--- src/rtl/spi_crc_pkg.sv ---
package spi_crc_pkg;
  localparam int unsigned CRC_W_DEF = 16;
  localparam int unsigned ADDR_W    = 2;

  typedef enum logic [ADDR_W-1:0] {
    ADDR_CTRL   = 2'd0,
    ADDR_POLY   = 2'd1,
    ADDR_RXCRC  = 2'd2,
    ADDR_TXCRC  = 2'd3
  } reg_addr_e;

  typedef enum logic [1:0] {
    BS_IDLE  = 2'd0,
    BS_RUN   = 2'd1,
    BS_DRAIN = 2'd2
  } busy_state_e;
endpackage

--- src/rtl/crc_ctrl_regs.sv ---
module crc_ctrl_regs
  import spi_crc_pkg::*;
#(
  parameter int unsigned        W          = CRC_W_DEF,
  parameter logic [W-1:0]       POLY_RESET = W'(7)
) (
  input  logic                  clk_i,
  input  logic                  rst_ni,
  input  logic                  we_i,
  input  logic [ADDR_W-1:0]     addr_i,
  input  logic [W-1:0]          wdata_i,
  output logic                  en_o,
  output logic                  len_full_o,
  output logic [W-1:0]          poly_o,
  output logic                  clear_o,
  output logic                  ctrl_wr_o
);
  logic          en_q, len_q;
  logic [W-1:0]  poly_q;
  logic          poly_wr;

  assign ctrl_wr_o = we_i && (addr_i == ADDR_CTRL);
  assign clear_o   = ctrl_wr_o && wdata_i[0];
  // locked while enabled; even values rejected
  assign poly_wr   = we_i && (addr_i == ADDR_POLY) && !en_q && wdata_i[0];

  always_ff @(posedge clk_i or negedge rst_ni) begin
    if (!rst_ni) begin
      en_q   <= 1'b0;
      len_q  <= 1'b0;
    end else if (ctrl_wr_o) begin
      en_q   <= wdata_i[0];
      len_q  <= wdata_i[1];
    end
  end

  always_ff @(posedge clk_i or negedge rst_ni) begin
    if (!rst_ni)      poly_q <= POLY_RESET;
    else if (poly_wr) poly_q <= wdata_i;
  end

  assign en_o       = en_q;
  assign len_full_o = len_q;
  assign poly_o     = poly_q;

  a_r3_poly_odd: assert property (@(posedge clk_i) disable iff (!rst_ni)
    poly_q[0] == 1'b1);
  a_r3_poly_locked: assert property (@(posedge clk_i) disable iff (!rst_ni)
    en_q |=> $stable(poly_q));
  a_r2_ctrl_load: assert property (@(posedge clk_i) disable iff (!rst_ni)
    (we_i && addr_i == ADDR_CTRL) |=> (en_q == $past(wdata_i[0])));
endmodule

--- src/rtl/crc_lane.sv ---
module crc_lane
  import spi_crc_pkg::*;
#(
  parameter int unsigned W = CRC_W_DEF
) (
  input  logic          clk_i,
  input  logic          rst_ni,
  input  logic          clear_i,
  input  logic          step_i,
  input  logic          len_full_i,
  input  logic [W-1:0]  poly_i,
  input  logic          bit_i,
  output logic [W-1:0]  acc_o
);
  localparam int unsigned H = W / 2;

  logic [W-1:0] acc_q, acc_nxt, poly_eff;
  logic         top_bit, fb;

  always_comb begin
    top_bit  = len_full_i ? acc_q[W-1] : acc_q[H-1];
    fb       = bit_i ^ top_bit;
    poly_eff = len_full_i ? poly_i : {{(W-H){1'b0}}, poly_i[H-1:0]};
    acc_nxt  = {acc_q[W-2:0], 1'b0} ^ (fb ? poly_eff : '0);
    if (!len_full_i) acc_nxt[W-1:H] = '0;
  end

  always_ff @(posedge clk_i or negedge rst_ni) begin
    if (!rst_ni)      acc_q <= '0;
    else if (clear_i) acc_q <= '0;
    else if (step_i)  acc_q <= acc_nxt;
  end

  assign acc_o = acc_q;

  a_r2_clear_zero: assert property (@(posedge clk_i) disable iff (!rst_ni)
    clear_i |=> (acc_q == '0));
  a_r7_hold_idle: assert property (@(posedge clk_i) disable iff (!rst_ni)
    (!clear_i && !step_i) |=> $stable(acc_q));
  a_r5_upper_zero: assert property (@(posedge clk_i) disable iff (!rst_ni)
    (step_i && !clear_i && !len_full_i) |=> (acc_q[W-1:H] == '0));
  a_r4_no_feedback: assert property (@(posedge clk_i) disable iff (!rst_ni)
    (step_i && !clear_i && len_full_i && (bit_i == acc_q[W-1]))
      |=> (acc_q == {$past(acc_q[W-2:0]), 1'b0}));
endmodule

--- src/rtl/crc_busy.sv ---
module crc_busy
  import spi_crc_pkg::*;
(
  input  logic clk_i,
  input  logic rst_ni,
  input  logic step_i,
  input  logic last_i,
  input  logic ctrl_wr_i,
  output logic busy_o
);
  busy_state_e state_q, state_d;

  always_comb begin
    state_d = state_q;
    if (ctrl_wr_i)              state_d = BS_IDLE;
    else if (step_i)            state_d = last_i ? BS_DRAIN : BS_RUN;
    else if (state_q == BS_DRAIN) state_d = BS_IDLE;
  end

  always_ff @(posedge clk_i or negedge rst_ni) begin
    if (!rst_ni) state_q <= BS_IDLE;
    else         state_q <= state_d;
  end

  assign busy_o = (state_q != BS_IDLE);

  a_r8_shift_sets: assert property (@(posedge clk_i) disable iff (!rst_ni)
    (step_i && !ctrl_wr_i) |=> busy_o);
  a_r8_drain_falls: assert property (@(posedge clk_i) disable iff (!rst_ni)
    (state_q == BS_DRAIN && !step_i && !ctrl_wr_i) |=> !busy_o);
  a_r8_ctrl_idle: assert property (@(posedge clk_i) disable iff (!rst_ni)
    ctrl_wr_i |=> !busy_o);
endmodule

--- src/rtl/spi_crc_unit.sv ---
module spi_crc_unit
  import spi_crc_pkg::*;
#(
  parameter int unsigned  W          = CRC_W_DEF,
  parameter logic [W-1:0] POLY_RESET = W'(7)
) (
  input  logic              clk_i,
  input  logic              rst_ni,
  input  logic              reg_we_i,
  input  logic [ADDR_W-1:0] reg_addr_i,
  input  logic [W-1:0]      reg_wdata_i,
  output logic [W-1:0]      reg_rdata_o,
  input  logic              shift_i,
  input  logic              last_i,
  input  logic              tx_bit_i,
  input  logic              rx_bit_i,
  output logic              busy_o
);
  localparam int unsigned H     = W / 2;
  localparam int unsigned LANES = 2;  // 0: rx, 1: tx

  logic          en, len_full, clear, ctrl_wr, step;
  logic [W-1:0]  poly;
  logic [LANES-1:0] lane_bit;
  logic [W-1:0]  acc [LANES];
  logic [W-1:0]  acc_view [LANES];

  assign lane_bit = {tx_bit_i, rx_bit_i};
  assign step     = en && shift_i;

  crc_ctrl_regs #(.W(W), .POLY_RESET(POLY_RESET)) u_regs (
    .clk_i      (clk_i),
    .rst_ni     (rst_ni),
    .we_i       (reg_we_i),
    .addr_i     (reg_addr_i),
    .wdata_i    (reg_wdata_i),
    .en_o       (en),
    .len_full_o (len_full),
    .poly_o     (poly),
    .clear_o    (clear),
    .ctrl_wr_o  (ctrl_wr)
  );

  for (genvar g = 0; g < LANES; g++) begin : g_lane
    crc_lane #(.W(W)) u_lane (
      .clk_i      (clk_i),
      .rst_ni     (rst_ni),
      .clear_i    (clear),
      .step_i     (step),
      .len_full_i (len_full),
      .poly_i     (poly),
      .bit_i      (lane_bit[g]),
      .acc_o      (acc[g])
    );
    assign acc_view[g] = len_full ? acc[g] : {{(W-H){1'b0}}, acc[g][H-1:0]};
  end

  crc_busy u_busy (
    .clk_i     (clk_i),
    .rst_ni    (rst_ni),
    .step_i    (step),
    .last_i    (last_i),
    .ctrl_wr_i (ctrl_wr),
    .busy_o    (busy_o)
  );

  always_comb begin
    unique case (reg_addr_i)
      ADDR_CTRL:  reg_rdata_o = {{(W-2){1'b0}}, len_full, en};
      ADDR_POLY:  reg_rdata_o = poly;
      ADDR_RXCRC: reg_rdata_o = acc_view[0];
      default:    reg_rdata_o = acc_view[1];
    endcase
  end

  a_r5_read_mask: assert property (@(posedge clk_i) disable iff (!rst_ni)
    (!len_full && reg_addr_i[1]) |-> (reg_rdata_o[W-1:H] == '0));
  a_r7_disabled_quiet: assert property (@(posedge clk_i) disable iff (!rst_ni)
    (!en && !ctrl_wr && !busy_o) |=> !busy_o);
endmodule

--- config.mk ---
export PLATFORM = sky130hd
export DESIGN_NAME = spi_crc_unit
export DESIGN_NICKNAME = d
export VERILOG_FILES = /design/src/rtl/spi_crc_pkg.sv /design/src/rtl/crc_ctrl_regs.sv /design/src/rtl/crc_lane.sv /design/src/rtl/crc_busy.sv /design/src/rtl/spi_crc_unit.sv
export SDC_FILE = /design/constraint.sdc
export NUM_CORES = 1
export LEC_CHECK = 0
export ABC_AREA = 1
export BUFFER_PORTS_ARGS = -buffer_cell sky130_fd_sc_hd__buf_2
export CAP_MARGIN = 15
export CORE_UTILIZATION = 55
export DETAILED_ROUTE_END_ITERATION = 8
export PLACE_DENSITY = 0.83
export SKIP_LAST_GASP = 1
export SLEW_MARGIN = 20
export SYNTH_ARGS = -nofsm -noshare
export SYNTH_HDL_FRONTEND = slang
export SYNTH_SLANG_ARGS = --single-unit
export TNS_END_PERCENT = 50
--- constraint.sdc ---
create_clock -name clk_i -period 1.5 [get_ports clk_i]
set_input_delay 0.15 -clock clk_i [delete_from_list [all_inputs] [get_ports clk_i]]
set_output_delay 0.15 -clock clk_i [all_outputs]
set_load 0.005 [all_outputs]
==> reports/results.txt, run 1 <==
The run finished, with violations left. The checks that failed: setup timing. In this run the mean area of a mapped cell was 7.32 um2. The HPWL after detailed placement was 5320 um.

The detail route stage leaves a number of antenna-violating nets equal to 0. The internal power summed over all cells was 3.08 mW; the sequential fraction of design power was 43.2%. The die extent in y is 77.9 um, and the arrival time at the worst endpoint is 1.71 ns. For the finished layout, the period the worst path requires is 1.51 ns.

The share of the cycle needed by the critical path after routing was 100%; the clock share of power was 20.7%. The logs give 13200 um for the global-route wire length before repair and 24 for the number of library cell types mapped by synthesis. The type of origin of the critical path was a register.

The completed layout was analyzed and its total power is 5.03 mW. The cell repeated most along the worst path was nand2_1. The met1 wire length is 3400 um. The tools report the TritonCTS buffer count as 5.

Clock-pin slew was measured on the worst setup and hold paths at 0.10 ns. Using the TritonRoute via totals, the vias-per-cell ratio works out to 5.85. The clock root buffer is clkbuf_8. Total of fill cells in the finished design: 471. The net count of the finished layout is 502.

Final worst-path setup slack: -0.00613 ns. TritonCTS built the clock tree. The part of the Yosys area used for sequential elements is 41.2%, and the CTS sink count is 52. The number of buffers and inverters on the critical path came out at 2.

The gate count after technology mapping was 433. The largest driver fanout on the critical path came out at 10. Wire segments on met3 add up to 816 um in the final route. Counting flops and latches in the post-synthesis netlist gives 52. Summed over all cells, the static leakage comes to 2.08 nW. Signal routing reaches up to met4.

The floorplan step set the die width to 77.9 um. The tool flagged a number of max-cap violations equal to 0. For the number of top-level pins, the log shows 42. For this run, the total global-route usage over all layers was measured as 27.7%.

The setup path with the least slack is of type register to register. The total length of routed wires came out at 8320 um. Power spread over the standard cell area amounts to 1350 mW/mm2.

The setup violation total in the final timing report is 1. The later pin in the worst-skew pair is clocked with a latency of 0.32 ns. STA classifies the critical path endpoint as a register. The first TritonRoute pass finished after 6 iterations. The tools report the worst slew slack as a fraction of its limit as 64.7%. The synthesized netlist occupies a cell area of 0.00317 mm2. After detailed routing, the number of remaining DRC violations is 0.

During synthesis, Yosys emitted a total of 0 warnings. Average detailed-routed wire length per instance: 15.1 um. The area growth from synthesis to layout is 17.5%. For this run the aggregate overflow at the end of global routing stands at 0.

The max-slew violation count came out at 0. Combinational logic burns 36.1% of the power. The required time of the critical path was 1.70 ns. The tools report the net load switching power as 1.95 mW. VDD sags by at most 0.000794 V. The setup TNS came out at -0.00613 ns.

The number of nets handed over by synthesis was 458. The initial utilization of the core area, before any placement, comes to 57.2%. At the end of routability-driven placement, the weighted congestion stood at 0.952.

The kind of cell with the highest combined delay along the critical path is simple AND/OR/NAND/NOR gates. The type of the tightest min-delay check was input port to register. The number of antenna diodes is 0, and the number of buffers added on ports is 41. The die covers 0.00607 mm2. The final route contains 3218 vias. The pin count of the biggest net entering global routing came out at 32. The tools report the number of global-route vias before repair as 2942.

The standard cell with the maximum stage delay on the critical path is dfrtp_2. The fraction of final layout cells sized beyond drive strength 1 came out at 19.2%. The logs give 0 for the count of endpoints failing hold in the final timing report and 27 for the number of rows created at floorplan. Setup repair after global routing could not meet its margin everywhere. For the pin with the worst max-slew slack, the measured transition is 0.529 ns. Static timing analysis puts the maximum clock frequency at 0.664 GHz. The routed design uses 3810 um of met2 wire. No sink is reached through more buffers than the 2 on the longest clock path. The initial antenna violation count was 0.

Prior to clock tree synthesis, the placed netlist has a worst setup slack of 0.0776 ns. Traced cell by cell, the critical path runs through inv_2 > nand2_1 > nand2_1 > nand2_4 > buf_12 > nand3_1 > nand2_1 > nand3_1 > nand2_1. The largest stage delay on the critical path was 0.45 ns. The number of H-tree levels was 2. The run gives 0.00554 mm2 as the placeable core area. The clock arrives with 0.00875 ns of skew.

The switching share of power was 38.8%. For the DRC marker count from the first detailed-route iteration, the log shows 436.
==> sequential cells by signal, indices dropped and copies added, names as in the netlist <==
name	flops
u_regs.poly_o	16
u_busy.state_q	2
u_regs.len_full_o	1
u_regs.en_o	1
g_lane.u_lane.acc_o	32
==> metrics by stage <==
stage / hold slack (ns) / area [um2] / instances / utilization (%)
6_report: 0.00607 / 3720 / 550 / 67.2
5_1_grt: 0.00286 / 3720 / 550 / 67.2
4_1_cts: 0.00472 / 3600 / 545 / 65.0
2_1_floorplan: -0.146 / 3170 / 433 / -
3_3_place_gp: 0.150 / 3450 / 535 / 62.2
3_5_place_dp: 0.153 / 3450 / 535 / 62.2
==> worst paths after layout <==
check                                                from                        end  slack (ns)  cells after the start
worst min-delay path                               last_i          u_busy.state_q[0]       0.006                      2
worst max register to register          u_regs.len_full_o  g_lane[1].u_lane.acc_o[8]      -0.006                      9
max in group asynchronous                          rst_ni  g_lane[1].u_lane.acc_o[4]        0.61                      3
min in group asynchronous                          rst_ni  g_lane[0].u_lane.acc_o[8]        0.34                      2
worst max-delay path                    u_regs.len_full_o  g_lane[1].u_lane.acc_o[8]      -0.006                      9
worst min register to register  g_lane[1].u_lane.acc_o[4]  g_lane[1].u_lane.acc_o[4]        0.51                      2
==> power by group through the flow <==
stage	clock network (mW)	logic, mW	registers [mW]
5_1_grt	1.10	2.03	2.22
6_report	1.04	1.81	2.17
3_3_place_gp	0	1.56	2.16
2_1_floorplan	0	1.23	2.05
4_1_cts	1.05	1.65	2.15
3_5_place_dp	0	1.62	2.17
==> cell usage in the layout, fill, tap and decap left out, drive strengths merged, types with 2 or more instances in the layout <==
cell and count:
nand2 145, inv 66, nand3 65, buf 58, dfrtp 49, nand4 30, o21ai 19, o22ai 10
clkbuf 9, a22o 7, o221ai 7, a21oi 3, dfstp 3, nor2 2
==> routing by layer <==
layer / track usage (%) / up-vias
li1: - / 1513
met1: 36.8 / 1485
met2: 46.4 / 185
met3: 4.71 / 35
met4: 8.52 / 0
met5: 0 / -
==> area by class of cell <==
cell class / instances / area, um2 / share of cell area (%)
clock buffers: 6 / 82.6 / 2.22
inverters: 66 / 248 / 6.65
multi-input cells: 290 / 1460 / 39.3
repair buffers: 62 / 497 / 13.3
clock inverters: 2 / 38.8 / 1.04
flip-flops and latches: 52 / 1310 / 35.1
well taps: 72 / 90.1 / 2.42
==> cell families (layout without fill, tap and decap cells) <==
logic type	Yosys count	count (layout)	synth area share, %
and+or+nand+nor	243	243	35.2
DFF	52	52	41.2
buffers and inverters	91	136	14.0
AOI/OAI and AO/OA	47	47	9.59
==> Yosys cell counts <==
master / n / area share (%)
o21ai_1: 8 / 1.3
buf_2: 6 / 0.95
nand2_2: 5 / 0.99
a21oi_1: 3 / 0.47
o2111ai_1: 1 / 0.28
o221ai_1: 7 / 1.9
nand3_2: 3 / 0.95
or2_2: 1 / 0.20
dfrtp_1: 49 / 39
a22o_1: 7 / 1.9
dfstp_2: 3 / 2.5
inv_1: 64 / 7.6
o21ai_0: 11 / 1.7
buf_4: 11 / 2.6
nand4_1: 30 / 5.9
buf_6: 7 / 2.5
inv_2: 2 / 0.24
nand3_1: 62 / 9.8
nor2_2: 1 / 0.20
o22ai_1: 10 / 2.0
nand2_4: 1 / 0.36
nor2_4: 1 / 0.36
nand2_1: 139 / 16
clkbuf_2: 1 / 0.16
==> timing repair <==
action / 4_1_cts / 5_1_grt
pin swaps: 0 / 3
resized for setup: 3 / 10
endpoints found under the hold margin: 15 / 0
endpoints found under the setup margin: 2 / 32
hold buffers: 1 / 0
setup buffers: 1 / 2
gates cloned: 0 / 3
(Power assumes the default switching activity.)
==> run 2, diff against run 1 <==
==> constraint.sdc (replaced) <==
create_clock -name clk_i -period 1.5 [get_ports clk_i]
set_input_delay 0.3 -clock clk_i [delete_from_list [all_inputs] [get_ports clk_i]]
set_output_delay 0.3 -clock clk_i [all_outputs]
set_load 0.005 [all_outputs]
==> reports/results.txt, run 2 (synthesis gave the netlist of run 1 again) <==
No sink is reached through more buffers than the 2 on the longest clock path. For the DRC marker count from the first detailed-route iteration, the log shows 500. The HPWL after detailed placement is 5360 um, and the pin count of the biggest net entering global routing is 53. Achievable clock frequency: 0.617 GHz. The run gives 0.177 ns as the final-layout worst hold slack. The checks that failed: setup timing.

Type of the tightest min-delay check: input port to register. In this design, the stage delay of the slowest critical-path cell is 0.47 ns. TritonCTS created 5 clock buffers. The run finished, with violations left. Setup repair after global routing could not meet its margin everywhere.

The total length of routed wires was 9360 um; the worst setup skew after layout was 0.0118 ns. Data arrives at the worst endpoint at 1.32 ns. The placer's final routability congestion estimate was 0.852; the total power density per cell area was 1320 mW/mm2. The time the worst path needs with I/O delays and setup is 1.62 ns, and the worst vdd rail ir drop is 0.000739 V. The setup violation total in the final timing report is 13. The leakage power total is 2.12 nW.

The logs give 0.00382 mm2 for the final instance area and 0.00348 mm2 for the placed instance area. The standard cell with the maximum stage delay on the critical path was dfrtp_2. Together, buffers and inverters on the worst path number 2.

The area growth from synthesis to final layout came out at 20.6%. The final layout contains 512 nets. The count of nets left with antenna violations once routing finished came out at 0. At the pin with the least slew margin, the transition time is 0.418 ns. Worst-skew pair later-pin latency: 0.31 ns. Cell class contributing the biggest share of worst-path delay: flip-flops. Of the cells placed in the final design, the portion with a size suffix greater than 1 is 20.9%. Across all register-to-register paths, the minimum setup slack is -0.01 ns.

The critical path goes through buf_4 > nand2_2 > o221ai_1 > buf_2. The number of top-level pins came out at 42. TritonCTS built the clock tree. The tools report the clock root buffer as clkbuf_8. The global-route wire length before repair was 13500 um; the detailed-router iteration count before antenna repair was 7. The number of H-tree levels is 2. The worst setup path is launched from a register. Of the available clock period, the critical path in the final layout requires 108%.

In the layout the commonest cells are 135 x nand2_1, 62 x inv_1, 62 x nand3_1. The floorplan step set the die height to 77.9 um. The logs give 57.2% for the initial core utilization and -0.120 ns for the final worst-path setup slack.

Detailed routing inserted a total of 3356 vias. After floorplanning, the core was divided into 27 placement rows. In the routed design, unresolved DRC markers number 0.

The CTS clock-pin slew for the worst setup and hold paths is 0.08 ns. The floorplan step set the die width to 77.9 um. For the die outline area, the log shows 0.00607 mm2.

In the global route stage, overall resource usage came out at 28.2%. For the total congestion overflow, the log shows 0. The core region is 0.00554 mm2.

The worst pin sits at a relative slew slack of 72.1%. The library cell used most frequently in the layout, excluding fill and tap cells, is nand2_1. The max-slew violation count was 0; the number of buffers added on ports was 41. The worst setup path is of the register to output pin kind. The count of endpoints failing hold in the final timing report came out at 0. The register with the most flip-flops in the layout has 32 of them.

The CTS sink count was 52. The tool flagged a number of max-cap violations equal to 0. The worst setup slack after placement came out at 0.0191 ns. For the number of antenna diodes, the log shows 0.

The required time of the critical path is 1.20 ns, and the post-layout instance count excluding filler cells is 560. The tools report the initial antenna violation count as 0. The type of destination of the critical path was an output pin. Of all nets on the critical path, the largest fanout is 5. The average detailed-routed wire length per instance is 16.7 um, and the number of global-route vias before repair is 2952. Using the TritonRoute via totals, the vias-per-cell ratio works out to 5.99.

In this run, placement finished with an instance count of 537.
run 2: changes by cell type in the layout (fill, tap and decap cells not counted), sizes merged:
cell / delta
buf: +8
bufinv: -1
clkbuf: +4
clkinv: -1
run 2: worst paths after layout:
| kind | cells past startpoint | endpoint | start |
|---|---|---|---|
| setup / recovery | 4 | reg_rdata_o[15] | u_regs.len_full_o |
| hold / removal | 2 | u_busy.state_q[0] | last_i |
| setup reg to reg | 8 | g_lane[1].u_lane.acc_o[7] | u_regs.len_full_o |
| hold reg to reg | 2 | g_lane[0].u_lane.acc_o[4] | g_lane[0].u_lane.acc_o[4] |
| max in group asynchronous | 3 | u_regs.poly_o[0] | rst_ni |
| min in group asynchronous | 3 | g_lane[0].u_lane.acc_o[11] | rst_ni |
run 2: layer usage:
metal,share of wire [%],GRT usage (%)
met4,3.5,11.9
met2,46,47.4
met1,39,36.2
met3,11,4.12
met5,0,0
run 2: what timing repair did:
action,CTS,global route
resized for setup,6,11
endpoints found under the hold margin,49,0
gates cloned,0,6
pin swaps,5,1
setup endpoints to repair,10,42
hold buffers,1,0
setup buffers,6,2
run 2: power breakdown:
group	internal, mW	leakage (nW)	switching, mW
Combinational	0.861	1.40	1.18
Clock	0.377	0.0455	0.454
Sequential	1.78	0.675	0.389
Total	3.02	2.12	2.02
run 2: layout make-up:
type	count	area (um2)
multi-input combinational	290	1450
timing repair buffer	72	631
tap	72	90.1
inverter	66	253
clock buffer	8	90.1
fill	415	1720
sequential	52	1310
run 2: through the flow:
stage / power [mW] / utilization (%) / TNS, ns
after floorplan: 3.29 / - / 0
after global placement: 3.74 / 62.7 / 0
after detailed placement: 3.82 / 62.7 / 0
after CTS: 4.68 / 65.6 / -0.760
after global routing: 5.31 / 69.0 / -1.31
final: 5.04 / 69.0 / -0.491
==> run 3, diff against run 2 <==
--- a/config.mk
+++ b/config.mk
@@ -9,6 +9,7 @@
 export BUFFER_PORTS_ARGS = -buffer_cell sky130_fd_sc_hd__buf_2
 export CAP_MARGIN = 15
 export CORE_UTILIZATION = 55
+export CTS_BUF_LIST = sky130_fd_sc_hd__clkbuf_8 sky130_fd_sc_hd__clkbuf_16
 export DETAILED_ROUTE_END_ITERATION = 8
 export PLACE_DENSITY = 0.83
 export SKIP_LAST_GASP = 1
==> reports/results.txt, run 3 (synthesis gave the netlist of run 1 again) <==
STA puts the critical path data arrival time at 1.29 ns. Wires add up to 9060 um. The CTS clock-pin slew for the worst setup and hold paths was 0.08 ns; the area growth from synthesis to final layout was 20.2%.

The cell sitting at the root of the clock tree is a clkbuf_8. Worst slew slack as a fraction of its limit: 70.0%. In this run the count of I/O pins placed on the die edge is 42. Leaving out fill and tap cells, the most frequent cell in the layout is nand2_1. IR analysis of the VDD net gives a maximum drop of 0.000735 V. The initial core utilization came out at 57.2%. Net switching is 40.0% of the power. Before antenna repair, the detailed router went through 7 iterations. Counting cells, the worst reg-to-reg path comes to 10. Setup repair after global routing could not meet its margin everywhere. After detailed routing, the number of remaining DRC violations is 0.

For the pin count of the biggest net entering global routing, the log shows 53. Setup slack on the worst reg-to-reg path comes out at -0.03 ns. Across every metal layer, demand over resource in global routing totals 28.2%. The clock network burns 16.5% of the power. After detailed routing, the average wire length per cell comes to 16.2 um. The run gives 0 as the remaining antenna violation count. The type of origin of the critical path was a register. Overall power of the completed layout: 4.99 mW. The number of buffers added on ports was 41; the count of vias placed by the detailed router was 3323.

The final reports fail on setup timing. For this run, the post-layout net count is 511. The setup violation total in the final timing report came out at 10. The final worst-path setup slack was -0.0903 ns; the CTS sink count was 52. The placer's final routability congestion estimate is 0.852, and the die width is 77.9 um. The global-route wire length before repair was 13500 um. The HPWL after detailed placement is 5360 um, and the largest driver fanout on the critical path is 5.

The logs give 40.2% for the combinational power share and 0.00554 mm2 for the placeable core area. Max-slew violation count: 0. After routing, the total negative slack on setup checks comes to -0.376 ns. The run gives 1.20 ns as the required time of the critical path.

In this run the power density over the cells is 1310 mW/mm2. The number of global-route vias before repair was 2952; the time the worst path needs with I/O delays and setup was 1.59 ns. For the pin with the worst max-slew slack, the measured transition is 0.450 ns. The tool flagged a number of max-cap violations equal to 0. Initial antenna violation count: 0. TritonCTS built the clock tree.

After detailed placement, the design holds a cell count of 537. The worst setup path is captured at an output pin. The clock passes through at most 2 buffers. Cells with a size suffix above 1 make up 20.7% of the layout. The clock arrives with 0.0137 ns of skew. Total congestion overflow: 0. Of the total power, registers draw 43.3%. The tools report the number of antenna diodes as 0.

The run finished, with violations left. For this design the static power due to leakage is 2.12 nW. The flip-flop count of the largest register, all copies and words added works out to 32. The TritonCTS buffer count was 5.

Type of the tightest min-delay check: input port to register. The via count normalized by instance count works out to 5.94. The number of cells traversed by the worst hold path came out at 2. The run gives 27 as the number of rows created at floorplan. The count of endpoints failing hold in the final timing report is 0. The internal power summed over all cells was 2.99 mW; the die outline area was 0.00607 mm2. The tools report the final-layout worst hold slack as 0.180 ns. The achievable clock frequency is 0.629 GHz. The critical path is of the register to output pin type.

The clock reaches the later pin of the worst-skew pair after 0.31 ns. Die extent in y: 77.9 um. The final critical path takes up 106% of the cycle. The total of fill cells in the finished design is 418. The number of H-tree levels was 2; the post-layout instance count excluding filler cells was 559.

In the layout the commonest cells are 135 x nand2_1, 64 x inv_1, 62 x nand3_1. In this run, the number of DRC markers left after iteration 0 of detailed routing was 466. The tools report the net load switching power as 2.00 mW.
-- run 3: cell count changes in the layout (fill, tap and decap cells not counted), sizes merged --
cell / before / now
clkbuf: 13 / 11
inv: 66 / 68
buf: 66 / 65
-- run 3: power by group through the flow --
stage	combinational (mW)	sequential [mW]	clock (mW)
detailed placement	1.66	2.16	0
CTS	1.72	2.13	0.821
global route	2.19	2.19	0.873
global placement	1.59	2.15	0
floorplan	1.23	2.05	0
finish	2.01	2.16	0.821
-- run 3: final timing paths --
check                                  start                          to
min reg2reg                 u_regs.poly_o[2]            u_regs.poly_o[2]
min in group asynchronous             rst_ni  g_lane[0].u_lane.acc_o[11]
min                                   last_i           u_busy.state_q[0]
max reg2reg                u_regs.len_full_o   g_lane[1].u_lane.acc_o[7]
max in group asynchronous             rst_ni            u_regs.poly_o[1]
max                        u_regs.len_full_o             reg_rdata_o[15]
-- run 3: what timing repair did --
action,4_1_cts,5_1_grt
pin swaps,5,1
buffers inserted,6,2
gates cloned,0,5
setup endpoints to repair,10,42
hold endpoints to repair,49,0
gates resized for setup,6,10
hold buffers,1,0
-- run 3: final cells by class --
class	count	area (um2)	share of cell area [%]
clock buffer	6	82.6	2.17
clock inverter	2	7.51	0.197
inverter	66	253	6.64
multi-input combinational	290	1450	38.2
sequential	52	1310	34.3
tap	72	90.1	2.37
timing repair buffer	71	616	16.2
-- run 3: worst max-delay path, stage by stage (launching register included) --
cell and delay [ns]:
dfrtp_2 0.46, buf_4 0.15, nand2_2 0.10, o221ai_1 0.13
buf_2 0.14
-- run 3: layer usage --
| layer | up-vias | track usage [%] | share of wire (%) |
|---|---|---|---|
| met3 | 41 | 4.12 | 11 |
| met5 | - | 0 | 0 |
| met1 | 1516 | 36.2 | 40 |
| met4 | 0 | 11.9 | 3.0 |
| li1 | 1534 | - | - |
| met2 | 232 | 47.4 | 47 |
-- run 3: stage by stage --
step | instance area (um2) | utilization [%] | worst slack [ns]
after floorplan | 3170 | - | 0.294
after global placement | 3480 | 62.7 | 0.0636
after detailed placement | 3480 | 62.7 | 0.0191
after CTS | 3630 | 65.6 | -0.0775
after global routing | 3810 | 68.7 | -0.130
final | 3810 | 68.7 | -0.0903
